### src/rtl/vcf_pkg.sv
package vcf_pkg;
    localparam int ENC_W  = 32;
    localparam int DATA_W = 64;
    localparam int HALF_W = DATA_W / 2;

    typedef enum logic {
        ST_IDLE = 1'b0,
        ST_RESP = 1'b1
    } resp_state_t;
endpackage

### src/rtl/vcf_decoder.sv
module vcf_decoder #(
    parameter int NUM_FIELDS = 4,
    parameter logic [NUM_FIELDS*32-1:0] FIELD_ENC = '0,
    parameter logic [NUM_FIELDS-1:0] FIELD_WIDE = '0,
    localparam int IDX_W = (NUM_FIELDS > 1) ? $clog2(NUM_FIELDS) : 1
) (
    input  logic             clk,
    input  logic             rst_n,
    input  logic [31:0]      enc,
    output logic             hit,
    output logic             upper,
    output logic [IDX_W-1:0] idx
);
    logic [NUM_FIELDS-1:0] hit_base;
    logic [NUM_FIELDS-1:0] hit_high;

    for (genvar g = 0; g < NUM_FIELDS; g++) begin : g_cmp
        logic [31:0] base;
        assign base        = FIELD_ENC[g*32 +: 32];
        assign hit_base[g] = (enc == base);
        assign hit_high[g] = FIELD_WIDE[g] && (enc == base + 32'd1);
    end

    always_comb begin
        hit   = 1'b0;
        upper = 1'b0;
        idx   = '0;
        for (int i = NUM_FIELDS - 1; i >= 0; i--) begin
            if (hit_base[i] || hit_high[i]) begin
                hit   = 1'b1;
                upper = hit_high[i];
                idx   = IDX_W'(i);
            end
        end
    end

    // a well-formed catalogue never matches two fields at once
    assert_single_match_R9: assert property (@(posedge clk) disable iff (!rst_n)
        $onehot0(hit_base | hit_high));
endmodule

### src/rtl/vcf_store.sv
module vcf_store #(
    parameter int NUM_FIELDS = 4,
    localparam int IDX_W = (NUM_FIELDS > 1) ? $clog2(NUM_FIELDS) : 1
) (
    input  logic             clk,
    input  logic             rst_n,
    input  logic [IDX_W-1:0] idx,
    input  logic             wr_en,
    input  logic             wr_upper,
    input  logic             wr_mode64,
    input  logic [63:0]      wdata,
    output logic [63:0]      rd_val
);
    logic [63:0] mem [NUM_FIELDS];
    logic [63:0] next_val;

    assign rd_val = mem[idx];

    always_comb begin
        if (wr_upper)
            next_val = {wdata[31:0], rd_val[31:0]};
        else if (wr_mode64)
            next_val = wdata;
        else
            next_val = {32'd0, wdata[31:0]};
    end

    for (genvar g = 0; g < NUM_FIELDS; g++) begin : g_reg
        always_ff @(posedge clk or negedge rst_n) begin
            if (!rst_n)
                mem[g] <= '0;
            else if (wr_en && (idx == IDX_W'(g)))
                mem[g] <= next_val;
        end
    end

    // upper-half write keeps the low half
    assert_upper_keeps_low_R8: assert property (@(posedge clk) disable iff (!rst_n)
        wr_en && wr_upper |=> mem[$past(idx)][31:0] == $past(rd_val[31:0]));
    // narrow base write clears the upper half
    assert_narrow_clears_high_R6: assert property (@(posedge clk) disable iff (!rst_n)
        wr_en && !wr_upper && !wr_mode64 |=> mem[$past(idx)][63:32] == 32'd0);
endmodule

### src/rtl/vcf_resp_fsm.sv
module vcf_resp_fsm
    import vcf_pkg::*;
(
    input  logic        clk,
    input  logic        rst_n,
    input  logic        req_valid,
    input  logic        req_write,
    input  logic        req_mode64,
    input  logic        hit,
    input  logic        upper,
    input  logic [63:0] rd_val,
    output logic [63:0] resp_rdata,
    output logic        resp_done,
    output logic        resp_err
);
    resp_state_t state, state_nx;
    logic [63:0] fmt;

    always_comb begin
        unique case (state)
            ST_IDLE: state_nx = req_valid ? ST_RESP : ST_IDLE;  // ACCEPT
            ST_RESP: state_nx = req_valid ? ST_RESP : ST_IDLE;  // CHAIN / QUIET
            default: state_nx = ST_IDLE;
        endcase
    end

    always_ff @(posedge clk or negedge rst_n) begin
        if (!rst_n) state <= ST_IDLE;
        else        state <= state_nx;
    end

    always_comb begin
        if (req_write || !hit) fmt = '0;
        else if (upper)        fmt = {32'd0, rd_val[63:32]};
        else if (req_mode64)   fmt = rd_val;
        else                   fmt = {32'd0, rd_val[31:0]};
    end

    always_ff @(posedge clk or negedge rst_n) begin
        if (!rst_n) begin
            resp_rdata <= '0;
            resp_err   <= 1'b0;
        end else if (req_valid) begin
            resp_rdata <= fmt;
            resp_err   <= !hit;
        end else begin
            resp_rdata <= '0;
            resp_err   <= 1'b0;
        end
    end

    assign resp_done = (state == ST_RESP);

    assert_done_after_valid_R1: assert property (@(posedge clk) disable iff (!rst_n)
        req_valid |=> resp_done);
    assert_no_done_idle_R1: assert property (@(posedge clk) disable iff (!rst_n)
        !req_valid |=> !resp_done);
    assert_err_clean_R9: assert property (@(posedge clk) disable iff (!rst_n)
        req_valid && !hit |=> resp_err && resp_rdata == 64'd0);
    assert_narrow_read_zext_R5: assert property (@(posedge clk) disable iff (!rst_n)
        req_valid && !req_write && !req_mode64 |=> resp_rdata[63:32] == 32'd0);
endmodule

### src/rtl/vcf_access_unit.sv
module vcf_access_unit #(
    parameter int NUM_FIELDS = 4,
    parameter logic [NUM_FIELDS*32-1:0] FIELD_ENC =
        {32'h0000_6C00, 32'h0000_681E, 32'h0000_2006, 32'h0000_2004},
    parameter logic [NUM_FIELDS-1:0] FIELD_WIDE = 4'b0011
) (
    input  logic        clk,
    input  logic        rst_n,
    input  logic        req_valid,
    input  logic        req_write,
    input  logic [31:0] req_enc,
    input  logic        req_mode64,
    input  logic [63:0] req_wdata,
    output logic [63:0] resp_rdata,
    output logic        resp_done,
    output logic        resp_err
);
    localparam int IDX_W = (NUM_FIELDS > 1) ? $clog2(NUM_FIELDS) : 1;

    logic             hit, upper;
    logic [IDX_W-1:0] idx;
    logic [63:0]      rd_val;

    vcf_decoder #(.NUM_FIELDS(NUM_FIELDS), .FIELD_ENC(FIELD_ENC),
                  .FIELD_WIDE(FIELD_WIDE)) u_dec (
        .clk(clk), .rst_n(rst_n), .enc(req_enc),
        .hit(hit), .upper(upper), .idx(idx));

    vcf_store #(.NUM_FIELDS(NUM_FIELDS)) u_store (
        .clk(clk), .rst_n(rst_n), .idx(idx),
        .wr_en(req_valid && req_write && hit), .wr_upper(upper),
        .wr_mode64(req_mode64), .wdata(req_wdata), .rd_val(rd_val));

    vcf_resp_fsm u_fsm (
        .clk(clk), .rst_n(rst_n), .req_valid(req_valid), .req_write(req_write),
        .req_mode64(req_mode64), .hit(hit), .upper(upper), .rd_val(rd_val),
        .resp_rdata(resp_rdata), .resp_done(resp_done), .resp_err(resp_err));

    // write responses carry no data
    assert_write_zero_R11: assert property (@(posedge clk) disable iff (!rst_n)
        req_valid && req_write |=> resp_rdata == 64'd0);
endmodule

### config.mk
export PLATFORM = sky130hd
export DESIGN_NAME = vcf_access_unit
export DESIGN_NICKNAME = d
export VERILOG_FILES = /design/src/rtl/vcf_pkg.sv /design/src/rtl/vcf_decoder.sv /design/src/rtl/vcf_store.sv /design/src/rtl/vcf_resp_fsm.sv /design/src/rtl/vcf_access_unit.sv
export SDC_FILE = /design/constraint.sdc
export NUM_CORES = 1
export LEC_CHECK = 0
export ABC_AREA = 1
export BUFFER_PORTS_ARGS = -buffer_cell sky130_fd_sc_hd__buf_4
export CORE_AREA = 4 4 176 178
export CTS_CLUSTER_SIZE = 12
export DETAILED_ROUTE_END_ITERATION = 7
export DIE_AREA = 0 0 180 182
export HOLD_SLACK_MARGIN = 0.06
export PLACE_DENSITY = 0.74
export SLEW_MARGIN = 20
export SYNTH_ARGS = -nofsm -noshare
export SYNTH_HDL_FRONTEND = slang
export SYNTH_SLANG_ARGS = --single-unit
export TNS_END_PERCENT = 1
### constraint.sdc
create_clock -name clk -period 3 [get_ports clk]
set_clock_uncertainty 0.2 [all_clocks]
set_input_delay 0.6 -clock clk [delete_from_list [all_inputs] [get_ports clk]]
set_output_delay 0.6 -clock clk [all_outputs]
set_load 0.005 [all_outputs]
; Word-level counts from Yosys, hierarchy flattened
; Cells that the tools add are included.
[word_totals]
rom_bits = 0
memories = 0
ram_bits = 0
register_bits = 322
latchBits = 0
[classes]
n_shift = 0
n_bitwise = 1
addsub = 0
mux = 21
n_mul = 0
n_eq_ne = 9
reduce_logical = 11
magnitude_cmp = 1
div_mod_pow = 0
[ops]
columns = operator, n
row1 = 64-bit two-way mux, 8
row2 = 64-bit binary-select mux with 2-bit select, 1
row3 = "32-bit by 14-bit == test with 1-bit output, second input constant", 4
row4 = "32-bit by 15-bit == test with 1-bit output, second input constant", 2
row5 = 1-bit two-way mux, 8
row6 = 2-bit two-way mux, 4
row7 = 1-bit logical AND, 6
row8 = "2-bit == test, second input constant", 2
row9 = "3-bit >= comparator, second input constant", 1
row10 = 1-bit logical OR, 3
row11 = 2-bit inverter with 3-bit output, 1
row12 = "2-bit by 1-bit == test with 1-bit output, second input constant", 1
row13 = 2-bit logical NOT, 1
row14 = 1-bit logical NOT, 1

; Logic depth before layout (Yosys ltp)
; Gate-level depths: netlist of run 1.
[depth]
word_depth = 13
ltp_mapped = 15
ltp_nobuf = 14

; Cells and area by module
; A second synthesis of run 1 with hierarchy kept.
[unflattened]
cells_unflattened = 2026
area_unflattened_um2 = 15524.9
[by_module_without_submodules]
columns = mod, cells_per_inst, area_each_um2, n_inst
row1 = vcf_store, 1689, 12445.7, 1
row2 = vcf_resp_fsm, 252, 2707.6, 1
row3 = vcf_decoder, 82, 357.8, 1
row4 = vcf_access_unit, 3, 13.8, 1

; Least setup slack after synthesis of run 1
; No wires, ideal clock.
[synth_path]
kind = input port to flip-flop
startpoint = input req_enc[7]
endpoint = register u_store.mem[249] in the netlist's numbering
cell_stages = 10
arrival_time_ps = 1919
slack_ps = 749
setup_time_ps = 132
path_buffers = 2
required_time_ps = 2668
path_cell_list = nor2_2 nand2_2 nor2_4 nand2_2 a21oi_1 nand4_2 buf_2 buf_2 nand2_1 o21ai_1
[synth_via]
elab_chain_cells = 7
[synth_rtl]
columns = element, line_no
row1 = "start, declared", vcf_access_unit.sv:11  ; input logic [31:0] req_enc,
row2 = 32-bit by 15-bit == test with 1-bit output, vcf_decoder.sv:20  ; assign hit_base[g] = (enc == base);
row3 = 2-bit two-way mux / 1-bit two-way mux (equally long branches) (4 in series), vcf_decoder.sv:29  ; if (hit_base[i] || hit_high[i]) begin
row4 = 2-bit logical NOT / 1-bit logical AND (equally long branches), "vcf_store.sv:32, vcf_access_unit.sv:31"
row5 = 1-bit logical AND, vcf_store.sv:32  ; else if (wr_en && (idx == IDX_W'(g)))
row6 = "end signal, assigned by index", vcf_store.sv:33  ; mem[g] <= next_val;
row7 = "end, declared", vcf_store.sv:14  ; logic [63:0] mem [NUM_FIELDS];
; Parallel ways exist; a longest one is shown, timed or not.
; A chain may end at the register's enable or synchronous reset.

; Worst setup path after layout of run 1
[layout_path]
startpoint = input req_enc[5]
endpoint = register u_store.mem[104] in the netlist's numbering
[layout_via]
elab_chain_cells = 7
[layout_rtl]
columns = element, line_no
row1 = 32-bit by 15-bit == test with 1-bit output, vcf_decoder.sv:20
row2 = 2-bit two-way mux / 1-bit two-way mux (equally long branches) (4 in series), vcf_decoder.sv:29
row3 = 2-bit == test / 1-bit logical AND (equally long branches), "vcf_store.sv:32, vcf_access_unit.sv:31"
row4 = 1-bit logical AND, vcf_store.sv:32
; Parallel ways exist; a longest one is shown, timed or not.

==> flow_summary.yaml, run 1 <==
synth:
  yosysSeqAreaShare_pct: 50.5
  synth_fp_nets: 2197
  synth.cell_area_um2: 16000
  yosys_register_bits: 322
  syn-instance-count: 2096
  synth.distinct_cells: 27
  ys_warn_count: 0
  synth.avg_cell_area_um2: 7.62
critical_path:
  r2r-start: "u_store.mem[32]"
  crit_path_end_kind: "flip-flop"
  reg2regPathDepth: 4
  critPathArrivalTime_ns: 2.56
  cp-start-kind: "input port"
  worstPathCellList: "buf_4 -> nor2_1 -> nand2_2 -> nor2_4 -> o21ai_4 -> buf_4 -> nand3_1 -> o21ai_0 -> inv_1 -> o21ai_0"
  critPathMaxFanout: 30
  critPathKind: "input port to flip-flop"
  cp_slowest_stage_delay_ns: 0.72
  cp_top_family: "compound AO/OA/AOI/OAI gates"
  ff2ff_setup_slack_ns: 1.70
  reg2reg_to: "u_fsm.resp_rdata[0]"
  worstPathRequired_ns: 3.24
  timing.critical_path.buf_inv: 3
  crit_slowest_cell: "o21ai_4"
clocking:
  insertion_delay_ns: 0.52
  clock_sinks: 322
  cts_tree: "done"
  cts_made_buffers: 36
  clkSlewWorstSetupHoldPaths_ns: 0.06
  cts_root_buffer: "clkbuf_16"
  h-tree-depth: 2
  clk_path_buf_depth: 3
cells_and_area:
  diodes: 0
  layout-drive-gt1-share_pct: 15.5
  n_fill_cell: 2473
  fin_nets: 2347
  area_growth_pct: 18.8
global_route:
  grt_most_used_layer: "met2"
  use_met3_pct: 4.13
  first_global_vias: 14100
  grt-ovfl-total: 0
  grt_max_degree: 81
  antenna_found_initial: 0
  grt_util_met1_pct: 39.3
  grt_usage_pct: 28.4
  use_met2_pct: 46.5
  grt_pass1_wl_um: 75700
route:
  wl_per_cell_um: 17.6
  drcViolationCount: 0
  vias: 14600
  vias_per_cell: 5.49
  firstDrtPassIters: 5
  ant_nets: 0
  detail_route.iter0.violations: 1399
  wirelength_um: 46800
timing:
  worstMarginPinSlew_ns: 0.898
  setup_viol: 0
  period_share_pct: 77.6
  tns_ns: 0
  slew_violations: 0
  max_clock_freq_mhz: 429
  period_needed_ns: 2.33
  max_slew_margin_pct: 39.9
  rsz0062_at_grt: "no"
  hold_viol_final: 0
  setup_slack_ns: 0.671
run_status:
  status: "completed"
floorplan:
  die_w_um: 180
  dieHeight_um: 182
  core_um2: 29400
  die_area_um2: 32800
  core.rowCount: 63
  pin_count: 167
  start_util_pct: 54.3
placement:
  hpwl_um: 30400
  place_ws_ns: 0.164
  portBuffers: 166
  place_congestion: 0.858
run:
  drv_cap: 0
pwr:
  max-vdd-ir-drop_uv: 345
  power-per-cell-area_nw_per_um2: 471
  cellLeakagePower_nw: 10.0
hold_path:
  holdPathStages: 1
  min_to: "u_fsm.resp_done"
  hp-class: "input port to flip-flop"
  min_from: "req_valid"
-- flip-flops by register name (all words and copies together) (netlist names) --
register,flops
u_fsm.resp_done,1
u_fsm.resp_rdata,64
u_store.mem,256
u_fsm.resp_err,1
-- final cells by class --
type	count	area, µm²	share of cell area, %
clock buffer	51	1070	5.64
clock inverter	9	62.6	0.330
timing repair buffer	232	2050	10.8
tap	390	488	2.57
multi-input combinational	1435	6430	33.9
sequential	322	8060	42.5
inverter	219	822	4.33
-- report_power, final --
group          switching, mW  internal, mW
Clock                   1.73          2.48
Combinational          0.237         0.133
Sequential          0.000352          4.35
Total                   1.97          6.96
-- cells in the final DEF, fill, tap and decap left out, drive strengths merged, types with 32 or more instances in the layout --
cell type and instances:
nand2 757, inv 220, o22ai 32, a21oi 34, nand3 356, dfrtp 322, nor2 122, buf 231
clkbuf 51, o21ai 129
-- per-stage QoR --
stage / util, % / power (mW) / area [µm²] / hold slack (ns) / instances
CTS: 64.5 / 8.97 / 19000 / 0.0636 / 2658
global placement: 60.7 / 4.79 / 17800 / 0.254 / 2597
global route: 64.5 / 9.21 / 19000 / 0.0677 / 2658
detailed placement: 60.7 / 4.80 / 17800 / 0.259 / 2597
finish: 64.5 / 8.93 / 19000 / 0.0703 / 2658
floorplan: - / 4.53 / 16000 / 0.104 / 2096
-- worst max path at each step --
stage          startpoint               end  slack (ns)  depth (start not counted)
2_1_floorplan  req_enc[7]  u_store.mem[249]        0.75                         10
3_3_place_gp   req_enc[5]   u_store.mem[96]        0.19                         10
3_5_place_dp   req_enc[5]  u_store.mem[168]        0.16                         10
4_1_cts        req_enc[5]  u_store.mem[104]        0.68                         10
5_1_grt        req_enc[0]  u_store.mem[233]        0.45                         11
6_report       req_enc[5]  u_store.mem[104]        0.67                         10
-- layer usage --
metal	vias to the layer above	part of all wire [%]
li1	6918	-
met3	105	7.8
met4	0	2.8
met5	-	0
met2	667	48
met1	6915	41
-- Yosys cell counts, drive strengths merged --
library cell / n / area, µm²
nor2: 122 / 538
nand3b: 1 / 20.0
nand2: 757 / 2880
o21ai: 129 / 664
o211ai: 1 / 7.51
nand4: 3 / 25.0
a21oi: 34 / 181
clkbuf: 27 / 101
buf: 93 / 581
o22ai: 32 / 200
inv: 219 / 822
dfrtp: 322 / 8060
nand3: 356 / 1890
-- what timing repair did --
item                      in CTS  in global routing
buffers inserted               0                  0
resized for setup              0                  0
hold buffers                   1                  0
hold endpoints to repair      72                  0
-- worst reg2reg max path: stages, from the launching register on --
cell and delay (ns):
dfrtp_1 0.37, o22ai_1 0.17, inv_1 0.08, a21oi_1 0.21, nor2_1 0.14
-- logic make-up after synthesis --
family	synth area share, %
AOI/OAI and AO/OA	6.60
buffers and inverters	9.42
and+or+nand+nor	33.5
DFF	50.5
No activity file was read; power rests on OpenSTA's default activity.
==> run 2: changes to the inputs <==
--- a/config.mk
+++ b/config.mk
@@ -5,14 +5,14 @@
 export SDC_FILE = /design/constraint.sdc
 export NUM_CORES = 1
 export LEC_CHECK = 0
-export ABC_AREA = 1
+export ABC_AREA = 0
 export BUFFER_PORTS_ARGS = -buffer_cell sky130_fd_sc_hd__buf_4
-export CORE_AREA = 4 4 176 178
+export CORE_AREA = 4 4 163 165
 export CTS_CLUSTER_SIZE = 12
 export DETAILED_ROUTE_END_ITERATION = 7
-export DIE_AREA = 0 0 180 182
+export DIE_AREA = 0 0 167 169
 export HOLD_SLACK_MARGIN = 0.06
-export PLACE_DENSITY = 0.74
+export PLACE_DENSITY = 0.75
 export SLEW_MARGIN = 20
 export SYNTH_ARGS = -nofsm -noshare
 export SYNTH_HDL_FRONTEND = slang
==> constraint.sdc (replaced) <==
create_clock -name clk -period 2.2 [get_ports clk]
set_clock_uncertainty 0.2 [all_clocks]
set_input_delay 0.44 -clock clk [delete_from_list [all_inputs] [get_ports clk]]
set_output_delay 0.44 -clock clk [all_outputs]
set_load 0.005 [all_outputs]
==> flow_summary.yaml, run 2 <==
synth:
  async_flop_share_pct: 100
  synth.cell_area_um2: 13600
  synth_xor_area_share_pct: 0
  synthTopCellsByArea: "dfrtp_1, mux2_2, nand2_1"
  ys_warn_count: 0
  synth_compound_area_share_pct: 16.7
  synth_top_family_by_area: "compound AO/OA/AOI/OAI gates"
  yosys_most_used_dff: "dfrtp_1"
  synthAdderAreaFrac_pct: 0
  synth.most_common_cell: "dfrtp_1"
  synth_edf_count: 0
  yosysSeqAreaShare_pct: 59.0
  synth.avg_cell_area_um2: 10.0
  syn-instance-count: 1358
  synthMuxAreaShare_pct: 5.03
  synth_common_cells: "dfrtp_1, nand2_1, nor2_1"
  synth_top_area_share_pct: 59.0
  yosysTopAreaCell: "dfrtp_1"
  yosys_register_bits: 322
  synthSimpleGateAreaFrac_pct: 15.8
  synth.distinct_cells: 42
  synth_fp_nets: 1459
placement:
  hpwl_um: 27400
  place_congestion: 0.889
  place_ws_ns: -1.00
  dp_cells: 1878
  portBuffers: 166
clocking:
  cts_made_buffers: 35
  cts_root_buffer: "clkbuf_16"
  clk_path_buf_depth: 3
  clkSlewWorstSetupHoldPaths_ns: 0.07
  h-tree-depth: 2
  cts_tree: "done"
  insertion_delay_ns: 0.53
  clock_sinks: 322
run:
  drv_cap: 0
cells_and_area:
  area_growth_pct: 40.5
  regMostFlops: "u_store.mem"
  mostFrequentLayoutCells: "dfrtp_1, buf_4, nand2_1"
  layout-drive-gt1-share_pct: 35.2
  register_area_um2: 8060
  fin_nets: 1740
  final_common_cell: "dfrtp_1"
  top_regs: "u_store.mem: 256 flops, u_fsm.resp_rdata: 64 flops"
  diodes: 0
  multi_input_area_um2: 6170
  final_core_util_pct: 76.6
  largest_reg_flops: 256
  final_cells: 1986
  n_fill_cell: 1493
run_status:
  failed_checks: "negative setup slack"
  status: "finished, violations left"
global_route:
  grt_pass1_wl_um: 69800
  grt-ovfl-total: 0
  first_global_vias: 12500
  grt_usage_pct: 30.9
  antenna_found_initial: 0
  grt_max_degree: 100
pwr:
  cellLeakagePower_nw: 8.94
  p_total_mw: 12.1
  power-per-cell-area_nw_per_um2: 629
  max-vdd-ir-drop_uv: 454
critical_path:
  critPathKind: "input port to flip-flop"
  worstPathRequired_ns: 2.40
  crit_path_end_kind: "flip-flop"
  r2r-start: "u_store.mem[76]"
  cp-start-kind: "input port"
  worstPathCellList: "buf_6 -> or4b_4 -> nor4_4 -> buf_4 -> nand2_1 -> or4_4 -> buf_12 -> o21ai_1 -> o21ai_1"
  crit_start: "req_enc[12]"
  critPathMaxFanout: 35
  cp_slowest_stage_delay_ns: 0.57
  crit_slowest_cell: "or4b_4"
  crit_top_cell: "o21ai_1"
  critPathArrivalTime_ns: 2.63
hold_path:
  hp-class: "input port to async pin"
timing:
  rsz0062_at_grt: "yes"
  period_needed_ns: 2.43
  period_share_pct: 111
  hold_viol_final: 0
  max_clock_freq_mhz: 411
  slew_violations: 0
  max_slew_margin_pct: 61.9
  setup_slack_ns: -0.232
  timing.hold.ws_ns: 0.131
  setup_viol: 300
  worstMarginPinSlew_ns: 0.572
floorplan:
  pin_count: 167
  die_area_um2: 28200
  dieHeight_um: 169
  core_um2: 25000
  start_util_pct: 54.5
  die_w_um: 167
  core.rowCount: 58
route:
  drcViolationCount: 0
  vias_per_cell: 6.42
  firstDrtPassIters: 6
  vias: 12800
  detail_route.iter0.violations: 1704
  wl_per_cell_um: 23.2
  wirelength_um: 46100
  ant_nets: 0
[run 2: cell count changes in the layout (fill, tap and decap cells not counted), sizes merged, moves of 29 or more]
cell and delta:
inv -218, buf +83, a21oi +96, nor2 +50
dlygate4sd3 +33, nand3 -322, and3 +37, mux2 +61
o32ai +32, nand2 -577, a22oi +29
[run 2: what timing repair did]
| item | CTS | global route |
|---|---|---|
| cloned | 4 | 4 |
| pin swaps | 29 | 67 |
| endpoints found under the setup margin | 318 | 320 |
| setup buffers | 11 | 1 |
| endpoints found under the hold margin | 391 | 0 |
| resized for setup | 187 | 123 |
| hold buffers | 34 | 0 |
[run 2: layer usage]
layer / vias up / global-route usage [%] / part of all wire, %
met1: 6295 / 43.9 / 39
met3: 193 / 6.42 / 10
met5: - / 0 / 0
li1: 5404 / - / -
met2: 865 / 47.9 / 46
met4: 0 / 10.8 / 4.2
[run 2: path summary, 6_finish.rpt]
path	end	slack [ns]	depth (start not counted)
max	u_store.mem[216]	-0.23	9
min	u_store.mem[123]	0.13	2
max reg2reg	u_fsm.resp_rdata[12]	0.57	3
min reg2reg	u_store.mem[21]	0.28	2
max in group asynchronous	u_store.mem[196]	0.91	3
min in group clk	u_store.mem[164]	0.16	4
[run 2: critical path, delay by kind of cell]
| family | cells | cell delay [ns] |
|---|---|---|
| and+or+nand+nor | 4 | 1.46 |
| buffers and inverters | 3 | 0.47 |
| AOI/OAI and AO/OA | 2 | 0.25 |
[run 2: power breakdown]
group | switching [mW] | leakage (nW) | internal, mW
Clock | 2.32 | 0.513 | 3.19
Combinational | 0.354 | 3.93 | 0.264
Sequential | 0.000620 | 4.50 | 5.93
Total | 2.67 | 8.94 | 9.38
[run 2: metrics by stage]
step,TNS [ns],instance area [µm²]
global placement,-232.43,16300
CTS,-22.39,18600
global route,-47.12,19200
finish,-35.64,19200
detailed placement,-245.07,16300
floorplan,-138.49,13700
[run 2: area by class of cell]
class / instances / area share, %
clock inverter: 3 / 0.157
inverter: 1 / 0.0196
clock buffer: 51 / 5.31
timing repair buffer: 352 / 18.1
tap: 330 / 2.15
multi-input combinational: 927 / 32.2
sequential: 322 / 42.0
[run 2: cells by family after synthesis]
kind of cell,Yosys count
muxes,61
buffers and inverters,109
DFF,322
AOI/OAI and AO/OA,391
and+or+nand+nor,475
